--- config.mk ---
export PLATFORM = sky130hd
export DESIGN_NAME = rel_addr_gen
export DESIGN_NICKNAME = d
export VERILOG_FILES = /design/src/rtl/rel_addr_pkg.sv /design/src/rtl/base_counter.sv /design/src/rtl/offset_reg.sv /design/src/rtl/offset_adder.sv /design/src/rtl/rel_addr_gen.sv
export SDC_FILE = /design/constraint.sdc
export NUM_CORES = 1
export LEC_CHECK = 0
export BUFFER_PORTS_ARGS = -buffer_cell sky130_fd_sc_hd__buf_2
export CORE_UTILIZATION = 45
export CTS_CLUSTER_DIAMETER = 60
export DETAILED_ROUTE_END_ITERATION = 7
export PLACE_DENSITY = 0.77
export SLEW_MARGIN = 25
export SYNTH_ARGS = -nofsm -noshare
export SYNTH_HDL_FRONTEND = slang
export SYNTH_HIERARCHICAL = 1
export SYNTH_SLANG_ARGS = --single-unit
--- constraint.sdc ---
create_clock -name clk -period 3.2 [get_ports clk]
set_clock_uncertainty 0.15 [all_clocks]
set_input_delay 0.32 -clock clk [delete_from_list [all_inputs] [get_ports clk]]
set_output_delay 0.32 -clock clk [all_outputs]
set_load 0.02 [all_outputs]
--- src/rtl/rel_addr_pkg.sv ---
// Shared definitions for the relative jump address generator.
// Assumes a single clock domain; all widths come from ADDR_W_DEF unless overridden.
package rel_addr_pkg;
    localparam int ADDR_W_DEF = 16;

    // Resolved action of the base counter for one clock edge.
    typedef enum logic [2:0] {
        CNT_HOLD  = 3'd0,
        CNT_CLEAR = 3'd1,
        CNT_LOAD  = 3'd2,
        CNT_UP    = 3'd3,
        CNT_DOWN  = 3'd4
    } cnt_op_e;
endpackage

--- src/rtl/base_counter.sv ---
// Base counter: clear, parallel load, increment, decrement.
// Priority is clear > load > count; up and down together hold.
// Assumes a synchronous active-low reset to zero.
module base_counter
    import rel_addr_pkg::*;
#(
    parameter int W = ADDR_W_DEF
) (
    input  logic         clk,
    input  logic         rst_n,
    input  logic [W-1:0] din,
    input  logic         clr,
    input  logic         load,
    input  logic         up,
    input  logic         down,
    output logic [W-1:0] count
);
    cnt_op_e op;

    // Resolve the competing controls into a single action.
    always_comb begin
        if (clr)                op = CNT_CLEAR;
        else if (load)          op = CNT_LOAD;
        else if (up && !down)   op = CNT_UP;
        else if (down && !up)   op = CNT_DOWN;
        else                    op = CNT_HOLD;
    end

    // Apply the resolved action at the clock edge.
    always_ff @(posedge clk) begin
        if (!rst_n) begin
            count <= '0;
        end else begin
            unique case (op)
                CNT_CLEAR: count <= '0;
                CNT_LOAD:  count <= din;
                CNT_UP:    count <= count + W'(1);
                CNT_DOWN:  count <= count - W'(1);
                default:   count <= count;
            endcase
        end
    end
endmodule

--- src/rtl/offset_reg.sv ---
// Offset register: holds the jump displacement, loaded by its own strobe.
// Assumes a synchronous active-low reset to zero.
module offset_reg #(
    parameter int W = 16
) (
    input  logic         clk,
    input  logic         rst_n,
    input  logic [W-1:0] din,
    input  logic         load,
    output logic [W-1:0] q
);
    // Capture the bus on load, otherwise keep the stored offset.
    always_ff @(posedge clk) begin
        if (!rst_n)     q <= '0;
        else if (load)  q <= din;
    end
endmodule

--- src/rtl/offset_adder.sv ---
// Adds an unsigned base to a two's-complement offset and reports range exits.
// A positive offset with a carry out ran past the top; a negative offset
// without a carry out fell below zero. Purely combinational.
module offset_adder #(
    parameter int W = 16
) (
    input  logic [W-1:0] base,
    input  logic [W-1:0] ofs,
    output logic [W-1:0] sum,
    output logic         over,
    output logic         under
);
    logic carry;

    // Raw addition with carry, then classify by the offset sign bit.
    always_comb begin
        {carry, sum} = {1'b0, base} + {1'b0, ofs};
        over  = !ofs[W-1] &&  carry;
        under =  ofs[W-1] && !carry;
    end
endmodule

--- src/rtl/rel_addr_gen.sv ---
// Relative jump address generator: base counter plus offset register feeding
// an adder, with a bypass that presents the raw counter. Outputs are
// combinational from the registers and the bypass input.
module rel_addr_gen
    import rel_addr_pkg::*;
#(
    parameter int ADDR_W = ADDR_W_DEF
) (
    input  logic              clk,
    input  logic              rst_n,
    input  logic [ADDR_W-1:0] bus_data,
    input  logic              base_clear,
    input  logic              base_load,
    input  logic              base_up,
    input  logic              base_down,
    input  logic              ofs_load,
    input  logic              bypass,
    output logic [ADDR_W-1:0] addr_out,
    output logic              out_of_bounds
);
    logic [ADDR_W-1:0] cnt_q;
    logic [ADDR_W-1:0] ofs_q;
    logic [ADDR_W-1:0] sum;
    logic              sum_over;
    logic              sum_under;

    base_counter #(.W(ADDR_W)) u_cnt (
        .clk   (clk),
        .rst_n (rst_n),
        .din   (bus_data),
        .clr   (base_clear),
        .load  (base_load),
        .up    (base_up),
        .down  (base_down),
        .count (cnt_q)
    );

    offset_reg #(.W(ADDR_W)) u_ofs (
        .clk   (clk),
        .rst_n (rst_n),
        .din   (bus_data),
        .load  (ofs_load),
        .q     (ofs_q)
    );

    offset_adder #(.W(ADDR_W)) u_add (
        .base  (cnt_q),
        .ofs   (ofs_q),
        .sum   (sum),
        .over  (sum_over),
        .under (sum_under)
    );

    // Select the presented address and mask the range flag in bypass.
    always_comb begin
        addr_out      = bypass ? cnt_q : sum;
        out_of_bounds = !bypass && (sum_over || sum_under);
    end
endmodule

; ---- Word-level counts from Yosys, hierarchy flattened
; Index checks and enable logic that the tools add are counted.
[classes]
eq_ne = 4
reduce_logical = 12
n_addsub = 3
n_mux = 6
[op_table]
columns = cell, n
row1 = case mux 16 bit (4 select lines), 1
row2 = adder 16 x 16 -> 17 bit, 1
row3 = adder 16 x 1 -> 16 bit (second input constant), 1
row4 = two-way mux 16 bit, 1
row5 = subtractor 16 x 1 -> 16 bit (second input constant), 1
row6 = two-way mux 3 bit, 4
row7 = equality test 3 x 2 -> 1 bit (second input constant), 2
row8 = logical AND 1 bit, 5
row9 = zero test 1 bit, 5
row10 = nonzero test 4 bit, 1
row11 = equality test 3 x 1 -> 1 bit (second input constant), 1
row12 = equality test 3 bit (second input constant), 1
row13 = logical OR 1 bit, 1
[totals]
reg_bits = 32
elab_cells = 27
output_inout_bits = 17

; ---- Depth between registers and ports, before layout
; Gate-level depths: netlist of the first run.
[depth]
ltp_word = 8
ltp_mapped = 9
depth_no_buf = 8

; ---- Modules after synthesis
; Netlist of the first run, hierarchy kept.
[by_module_without_submodules]
columns = mod, seq_area_each_um2, cells_each, n_inst, area_each_um2
row1 = base_counter, 320.3, 175, 1, 1487.7
row2 = offset_adder, 0.0, 126, 1, 975.9
row3 = offset_reg, 320.3, 51, 1, 615.6
row4 = rel_addr_gen, 0.0, 19, 1, 255.2

; ---- Worst setup path before layout of the first run
; OpenSTA, ideal clock, no wires.
[synth_path]
kind = input to register
startpoint = input base_load
endpoint = register u_cnt.count[14]
required_time_ns = 2.963
path_stages = 9
arrival_time_ns = 3.007
n_path_buf = 2
path_slack_ns = -0.044
path_cell_list = buf_2 -> nor4b_2 -> ha_1 -> buf_2 -> a21o_1 -> a32oi_1 -> o22ai_1 -> o31a_1 -> o31ai_1
[synth_between]
elab_chain_len = 4
elab_cells_between_ends = 8
[synth_lines]
columns = item, line
row1 = start: declaration, rel_addr_gen.sv:13  ; input logic base_load,
row2 = two-way mux 3 bit *, base_counter.sv:23  ; else if (load) op = CNT_LOAD;
row3 = two-way mux 3 bit *, base_counter.sv:22  ; if (clr) op = CNT_CLEAR;
row4 = "equality test 3 bit, or another cell as far along", base_counter.sv:34  ; unique case (op)
row5 = case mux 16 bit (4 select lines) or nonzero test 4 bit (tied branches), --
row6 = end signal: assignment, base_counter.sv:36  ; CNT_LOAD: count <= din;
row7 = end signal: assignment, base_counter.sv:37  ; CNT_UP: count <= count + W'(1);
row8 = end signal: assignment, base_counter.sv:38  ; CNT_DOWN: count <= count - W'(1);
row9 = end: declaration, base_counter.sv:16  ; output logic [W-1:0] count
; Mark *: on every way between the ends. The rest lies on a longest branch, timed or not.
; A chain may end at the register's enable or synchronous reset.

; ---- Worst setup path in the final report of the first run
[layout_path]
startpoint = register u_cnt.count[0]
endpoint = output addr_out[10]
[layout_between]
elab_chain_len = 2
[layout_lines]
columns = item, line
row1 = adder 16 x 16 -> 17 bit, offset_adder.sv:17  ; {carry, sum} = {1'b0, base} + {1'b0, ofs};
row2 = via sum[10], rel_addr_gen.sv:23  ; logic [ADDR_W-1:0] sum;
row3 = two-way mux 16 bit, rel_addr_gen.sv:56  ; addr_out = bypass ? cnt_q : sum;
row4 = end: declaration, rel_addr_gen.sv:18  ; output logic [ADDR_W-1:0] addr_out,
; The timed path passes the listed nets, and every way through them passes these cells.

==> metrics.cfg, run 1 <==
[clock_tree]
cts_tree = done
cts_buffer_depth = 2
clock_latency_ns = 0.28
root_buffer = clkbuf_8
postCtsSetupBuffers = 0
htree_levels = 2
clock_sinks = 32
clkTransAtPathRegs_ns = 0.07
cts_buffers = 5

[drt]
drt-wirelength-per-cell_um = 16.4
drtIter0Drc = 203
ant_nets = 0
vias_per_cell = 5.98
wl_mm = 8.32
remaining_drc_errors = 0
firstDrtPassIters = 5
vias = 3027

[power]
power.leakage_nw = 1.69
power.total_mw = 1.09
pwr-share-seq = 0.403
clkPwrFrac = 0.297
power_switching_mw = 0.353
comb_power_share = 0.300
swShare = 0.324
cellPowerDensity_nw_per_um2 = 296
ir_worst_vdd_uv = 128
p_int_mw = 0.736

[worst_setup_path]
path_buf_inv = 1
max_stage_delay_ns = 0.38
worstSetupStartpointType = flip-flop
startpoint = u_cnt/count[0]$_SDFFE_PN0P_
crit_slowest_cell = fa_2
rr_startpoint = u_cnt/count[1]$_SDFFE_PN0P_
criticalPathCategory = reg -> out
critical_path_arrival_ns = 2.60
critical_path.max_fanout = 6
reg2reg_slack_ns = 0.80
timing.rr.end = u_cnt/count[11]$_SDFFE_PN0P_
cpLargestDelayFamily = compound AO/OA/AOI/OAI gates
reg2reg_depth = 6
cp-end-kind = primary output
crit_chain = ha_1 -> fa_2 -> a21oi_2 -> o21ai_2 -> a221o_2 -> mux2i_1 -> a211oi_2 -> mux2_4 -> buf_2
worstPathRequired_ns = 2.73

[layout]
fin_nets = 462
post-route-cell-area_um2 = 3680
n_antenna_cell = 0
area_growth_pct = 10.3
layout_commonest_cell = buf_2
final_cells = 506
final_cell_mix = buf_2 (40), dfxtp_1 (31), ha_1 (30), a21oi_1 (27), nand2_1 (24)
utilization = 0.510
drive_gt1_frac = 0.241

[floorplan]
core_area_um2 = 7210
fp.dieW_um = 88.1
io_pins = 41
fp.dieH_um = 88.1
rows = 31
start_util = 0.462
dieArea_um2 = 7760

[min_path]
worstHoldStart = bus_data[2]
hold_depth = 3
min_to = u_cnt/count[2]$_SDFFE_PN0P_
hp-class = in -> reg

[synthesis]
synth_edf_count = 0
ys.warnings.count = 6
synth_ff_type = dfxtp_1
syn_nets = 427
postSynthRegisterBits = 32
synthCells = 371
synth_area_per_cell_um2 = 8.99
synth_area_um2 = 3330
seq_area_frac_synth = 0.192
async_flop_share = 0
ys_types = 77

[timing]
hold_ws_ns = 0.145
final_max_slew_viol_count = 0
setup_ws_ns = 0.129
finalSetupViolations = 0
fin_crit_ns = 3.07
rsz0062_at_grt = false
fin_crit_sh = 0.960
finalHoldViolations = 0
tightest_slew_ns = 0.599
fin_setup_tns_ns = 0
slew_headroom = 0.597
fmax_mhz = 326

[global_route]
grt_pass1_vias = 2880
grtUsageMet3 = 0.0283
gr-usage-met2 = 0.391
met1_usage = 0.298
track_usage = 0.228
grt.busiest_layer = met2
overflow = 0
grt_max_degree = 33
grt_first_pass_wirelength_mm = 13.7
antenna_found_initial = 0

[placement]
dp_hpwl_mm = 6.44
io_buffers = 40
place_area_um2 = 3570
dpl_worst_slack_ns = 0.275
gp_congestion = 0.895
dp_cells = 498

[outcome]
status = completed

[job]
maxCapViolations = 0

==> per-layer routing <==
metal,share of wire,vias to the layer above
met1,0.46,1444
li1,-,1489
met5,0,-
met2,0.48,83
met4,0.015,0
met3,0.046,11
==> power groups by stage <==
stage | logic [mW] | registers [mW] | clock network [mW]
after floorplan | 0.253 | 0.440 | 0
after global placement | 0.313 | 0.446 | 0
after detailed placement | 0.321 | 0.447 | 0
after CTS | 0.323 | 0.438 | 0.329
after global routing | 0.356 | 0.441 | 0.352
final | 0.327 | 0.439 | 0.324
==> what timing repair did <==
| item | in CTS | in global routing |
|---|---|---|
| endpoints found under the setup margin | 1 | 2 |
| resized for setup | 1 | 4 |
| hold buffers | 0 | 0 |
==> worst max path at each step <==
stage	endpoint	slack [ns]	cells after the start
finish	addr_out[10]	0.13	9
global route	addr_out[10]	0.009	9
CTS	addr_out[10]	0.02	9
detailed placement	addr_out[10]	0.28	9
global placement	addr_out[10]	0.34	9
floorplan	u_cnt/count[14]$_SDFFE_PN0P_	0.29	9
==> cell usage after synthesis (all sizes together), types with 4 or more instances <==
cell type | instances | area share
a211oi | 8 | 0.021
a21boi | 4 | 0.0090
a21o | 11 | 0.025
a21oi | 32 | 0.051
a22o | 6 | 0.016
a22oi | 5 | 0.011
and3 | 4 | 0.0079
buf | 13 | 0.037
clkbuf | 5 | 0.0056
dfxtp | 32 | 0.19
ha | 30 | 0.11
inv | 8 | 0.0090
mux2 | 16 | 0.064
mux2i | 20 | 0.060
nand2 | 26 | 0.032
nand3 | 15 | 0.026
nand4 | 4 | 0.0075
nor2 | 15 | 0.017
nor2b | 23 | 0.043
nor3 | 5 | 0.014
o211ai | 4 | 0.011
o21ai | 13 | 0.022
o31ai | 5 | 0.011
xnor2 | 10 | 0.029
xor2 | 7 | 0.018
==> state kept, by name, indices dropped and copies added, names as in the netlist <==
register     cells
u_ofs/q         16
u_cnt/count     16
==> tightest hold or removal path, stage by stage <==
cell      delay [ns]
buf_2           0.11
nand2_1         0.05
a21boi_1        0.05
==> area by class of cell <==
class	instances	area, µm²
Fill cell	682	3540
Timing Repair Buffer	46	245
Sequential cell	32	642
Tap cell	99	124
Inverter	8	30.0
Clock buffer	8	90.1
Multi-Input combinational cell	313	2550
==> logic make-up after synthesis <==
family / count (synthesis) / share of synthesized area
AO/OA/AOI/OAI: 120 / 0.268
buffers and inverters: 26 / 0.0514
multiplexers: 36 / 0.124
XOR/XNOR: 17 / 0.0469
flip-flops: 32 / 0.192
adder cells (fa/ha/maj): 32 / 0.125
AND/OR/NAND/NOR: 108 / 0.193
Power figures use the tool's default switching activity.
==> run 2, diff against run 1 <==
Settings changed: REMOVE_ABC_BUFFERS set to 1, SYNTH_HIERARCHICAL 1 to not set.
==> run 2 against run 1 <==
Effect of this change:
- the run now ends with DRC left
- sequential power barely moved
- worst hold slack got worse by 0.013 ns
- sequential share of layout area rose by 1.5 points
- cell count fell by 4.0%
- area after synthesis fell by 11%
- sequential cell count did not move
- clock power rose by 4%
- combinational power fell by 17%
- clock-buffer cell count fell by 1
- critical endpoint is now out_of_bounds
- critical path type unchanged
==> metrics.cfg, run 2 <==
[synthesis]
async_flop_share = 0
synth_edf_count = 0
yosysMostFrequentCell = nand2_1
ys_types = 55
synth_top_area_frac = 0.217
ys.warnings.count = 0
postSynthRegisterBits = 32
seq_area_frac_synth = 0.217
synth_area_leaders = dfxtp_1 (22%), ha_1 (13%), mux2i_1 (7.1%)
synth_area_um2 = 2960
synthTopCellsByCount = nand2_1 (37), dfxtp_1 (32), ha_1 (30), o21ai_0 (30), a21oi_1 (27)
synth_top_area_cell = dfxtp_1
synth_area_per_cell_um2 = 8.14
synthCells = 363
synth_ff_type = dfxtp_1

[power]
power_switching_mw = 0.340
clkPwrFrac = 0.324
comb_power_share = 0.258
swShare = 0.326
power.leakage_nw = 1.56
pwr-share-seq = 0.418
cellPowerDensity_nw_per_um2 = 306
p_int_mw = 0.704
ir_worst_vdd_uv = 181

[drt]
drtIter0Drc = 232
firstDrtPassIters = 8
remaining_drc_errors = 2
wl_mm = 7.61
vias_per_cell = 5.82
vias = 2828
drt-wirelength-per-cell_um = 15.7
ant_nets = 0

[floorplan]
dieArea_um2 = 6900
io_pins = 41
fp.dieW_um = 83.1
rows = 29
start_util = 0.466
core_area_um2 = 6350
fp.dieH_um = 83.1

[global_route]
grt_max_degree = 32
track_usage = 0.223
grt_pass1_vias = 2625
grt_first_pass_wirelength_mm = 12.7
antenna_found_initial = 0
overflow = 0

[timing]
setup_ws_ns = 0.116
fmax_mhz = 324
tightest_slew_ns = 0.831
fin_setup_tns_ns = 0
rsz0062_at_grt = true
finalSetupViolations = 0
slew_headroom = 0.442
fin_crit_sh = 0.964
hold_ws_ns = 0.132
fin_crit_ns = 3.08
final_max_slew_viol_count = 0
finalHoldViolations = 0

[job]
maxCapViolations = 0

[worst_setup_path]
cp-end-kind = primary output
worstPathRequired_ns = 2.73
crit_chain = ha_2 -> inv_1 -> fa_2 -> nand2b_4 -> a211oi_4 -> o31a_1 -> and4_1 -> nor3_1 -> nor3b_1 -> buf_2
criticalPathCategory = reg -> out
crit_slowest_cell = dfxtp_2
rr_startpoint = u_cnt.count[4]$_SDFFE_PN0P_
critical_path.max_fanout = 6
path_buf_inv = 2
max_stage_delay_ns = 0.34
critical_path_arrival_ns = 2.61
cpLargestDelayFamily = simple AND/OR/NAND/NOR gates
startpoint = u_ofs.q[0]$_SDFFE_PN0P_
worstSetupStartpointType = flip-flop

[layout]
final_cell_mix = buf_2 (40), nand2_1 (37), o21ai_0 (30), ha_1 (29), dfxtp_1 (29)
reg.largest.list = u_cnt.count x16, u_ofs.q x16
fillers = 605
utilization = 0.537
area_growth_pct = 15.3
n_antenna_cell = 0
multiInputGateArea_um2 = 2270
fin_nets = 464
final_cells = 486
seq_area_um2 = 644
drive_gt1_frac = 0.171
layout_commonest_cell = buf_2

[outcome]
failed_checks = DRC
status = finished with violations

[clock_tree]
htree_levels = 2
root_buffer = clkbuf_8
ctsHoldBuffers = 0
cts_tree = done
cts_buffers = 5
clock_sinks = 32
cts_buffer_depth = 2
clock_latency_ns = 0.29
clkTransAtPathRegs_ns = 0.08

[placement]
gp_congestion = 0.889
dp_cells = 475
dp_hpwl_mm = 5.68
io_buffers = 40
dpl_worst_slack_ns = 0.257

[min_path]
hp-class = in -> reg
worstHoldStart = bus_data[1]

-- run 2: what timing repair did --
item / in CTS / in global routing
pin swaps: 1 / 5
setup buffers: 1 / 2
resized for setup: 1 / 8
setup endpoints to repair: 3 / 5
gates cloned: 0 / 0
-- run 2: power groups by stage --
stage / clock (mW) / sequential (mW) / combinational [mW]
finish: 0.338 / 0.436 / 0.270
global route: 0.358 / 0.439 / 0.299
CTS: 0.342 / 0.435 / 0.267
detailed placement: 0 / 0.445 / 0.265
global placement: 0 / 0.444 / 0.261
floorplan: 0 / 0.440 / 0.175
-- run 2: worst paths after layout --
kind | to | slack, ns | cells after the start
min | u_cnt.count[1]$_SDFFE_PN0P_ | 0.13 | 3
min reg2reg | u_ofs.q[0]$_SDFFE_PN0P_ | 0.37 | 2
max | out_of_bounds | 0.12 | 10
max reg2reg | u_cnt.count[15]$_SDFFE_PN0P_ | 0.72 | 7
-- run 2: tightest hold or removal path, cell delays in order --
cell and delay (ns):
buf_2 0.09, a21oi_1 0.06, nor2_1 0.07
-- run 2: kinds of logic (layout without fill, tap and decap cells) --
group	Yosys count	after routing	share of synthesized area
adder cells (fa/ha/maj)	32	32	0.140
flip-flops	32	32	0.217
buffers and inverters	20	66	0.0258
XOR/XNOR	22	22	0.0652
AND/OR/NAND/NOR	112	112	0.193
AO/OA/AOI/OAI	123	123	0.284
multiplexers	22	22	0.0749
-- run 2: stage by stage --
| step | instance area (µm²) | power (mW) |
|---|---|---|
| 6_report | 3410 | 1.04 |
| 5_1_grt | 3410 | 1.10 |
| 4_1_cts | 3370 | 1.04 |
| 3_5_place_dp | 3260 | 0.709 |
| 3_3_place_gp | 3260 | 0.705 |
| 2_1_floorplan | 2910 | 0.615 |
-- run 2: layer usage --
metal,wire length (µm),global-route usage
met5,0,0
met4,145,0.0815
met3,374,0.0308
met2,3480,0.359
met1,3600,0.304
-- run 2: final cells by class --
cell class              instances  area share
well taps                      77      0.0283
inverters                       8     0.00881
repair buffers                 50      0.0808
clock inverters                 1     0.00220
multi-input cells             311       0.666
clock buffers                   7      0.0253
flip-flops and latches         32       0.189
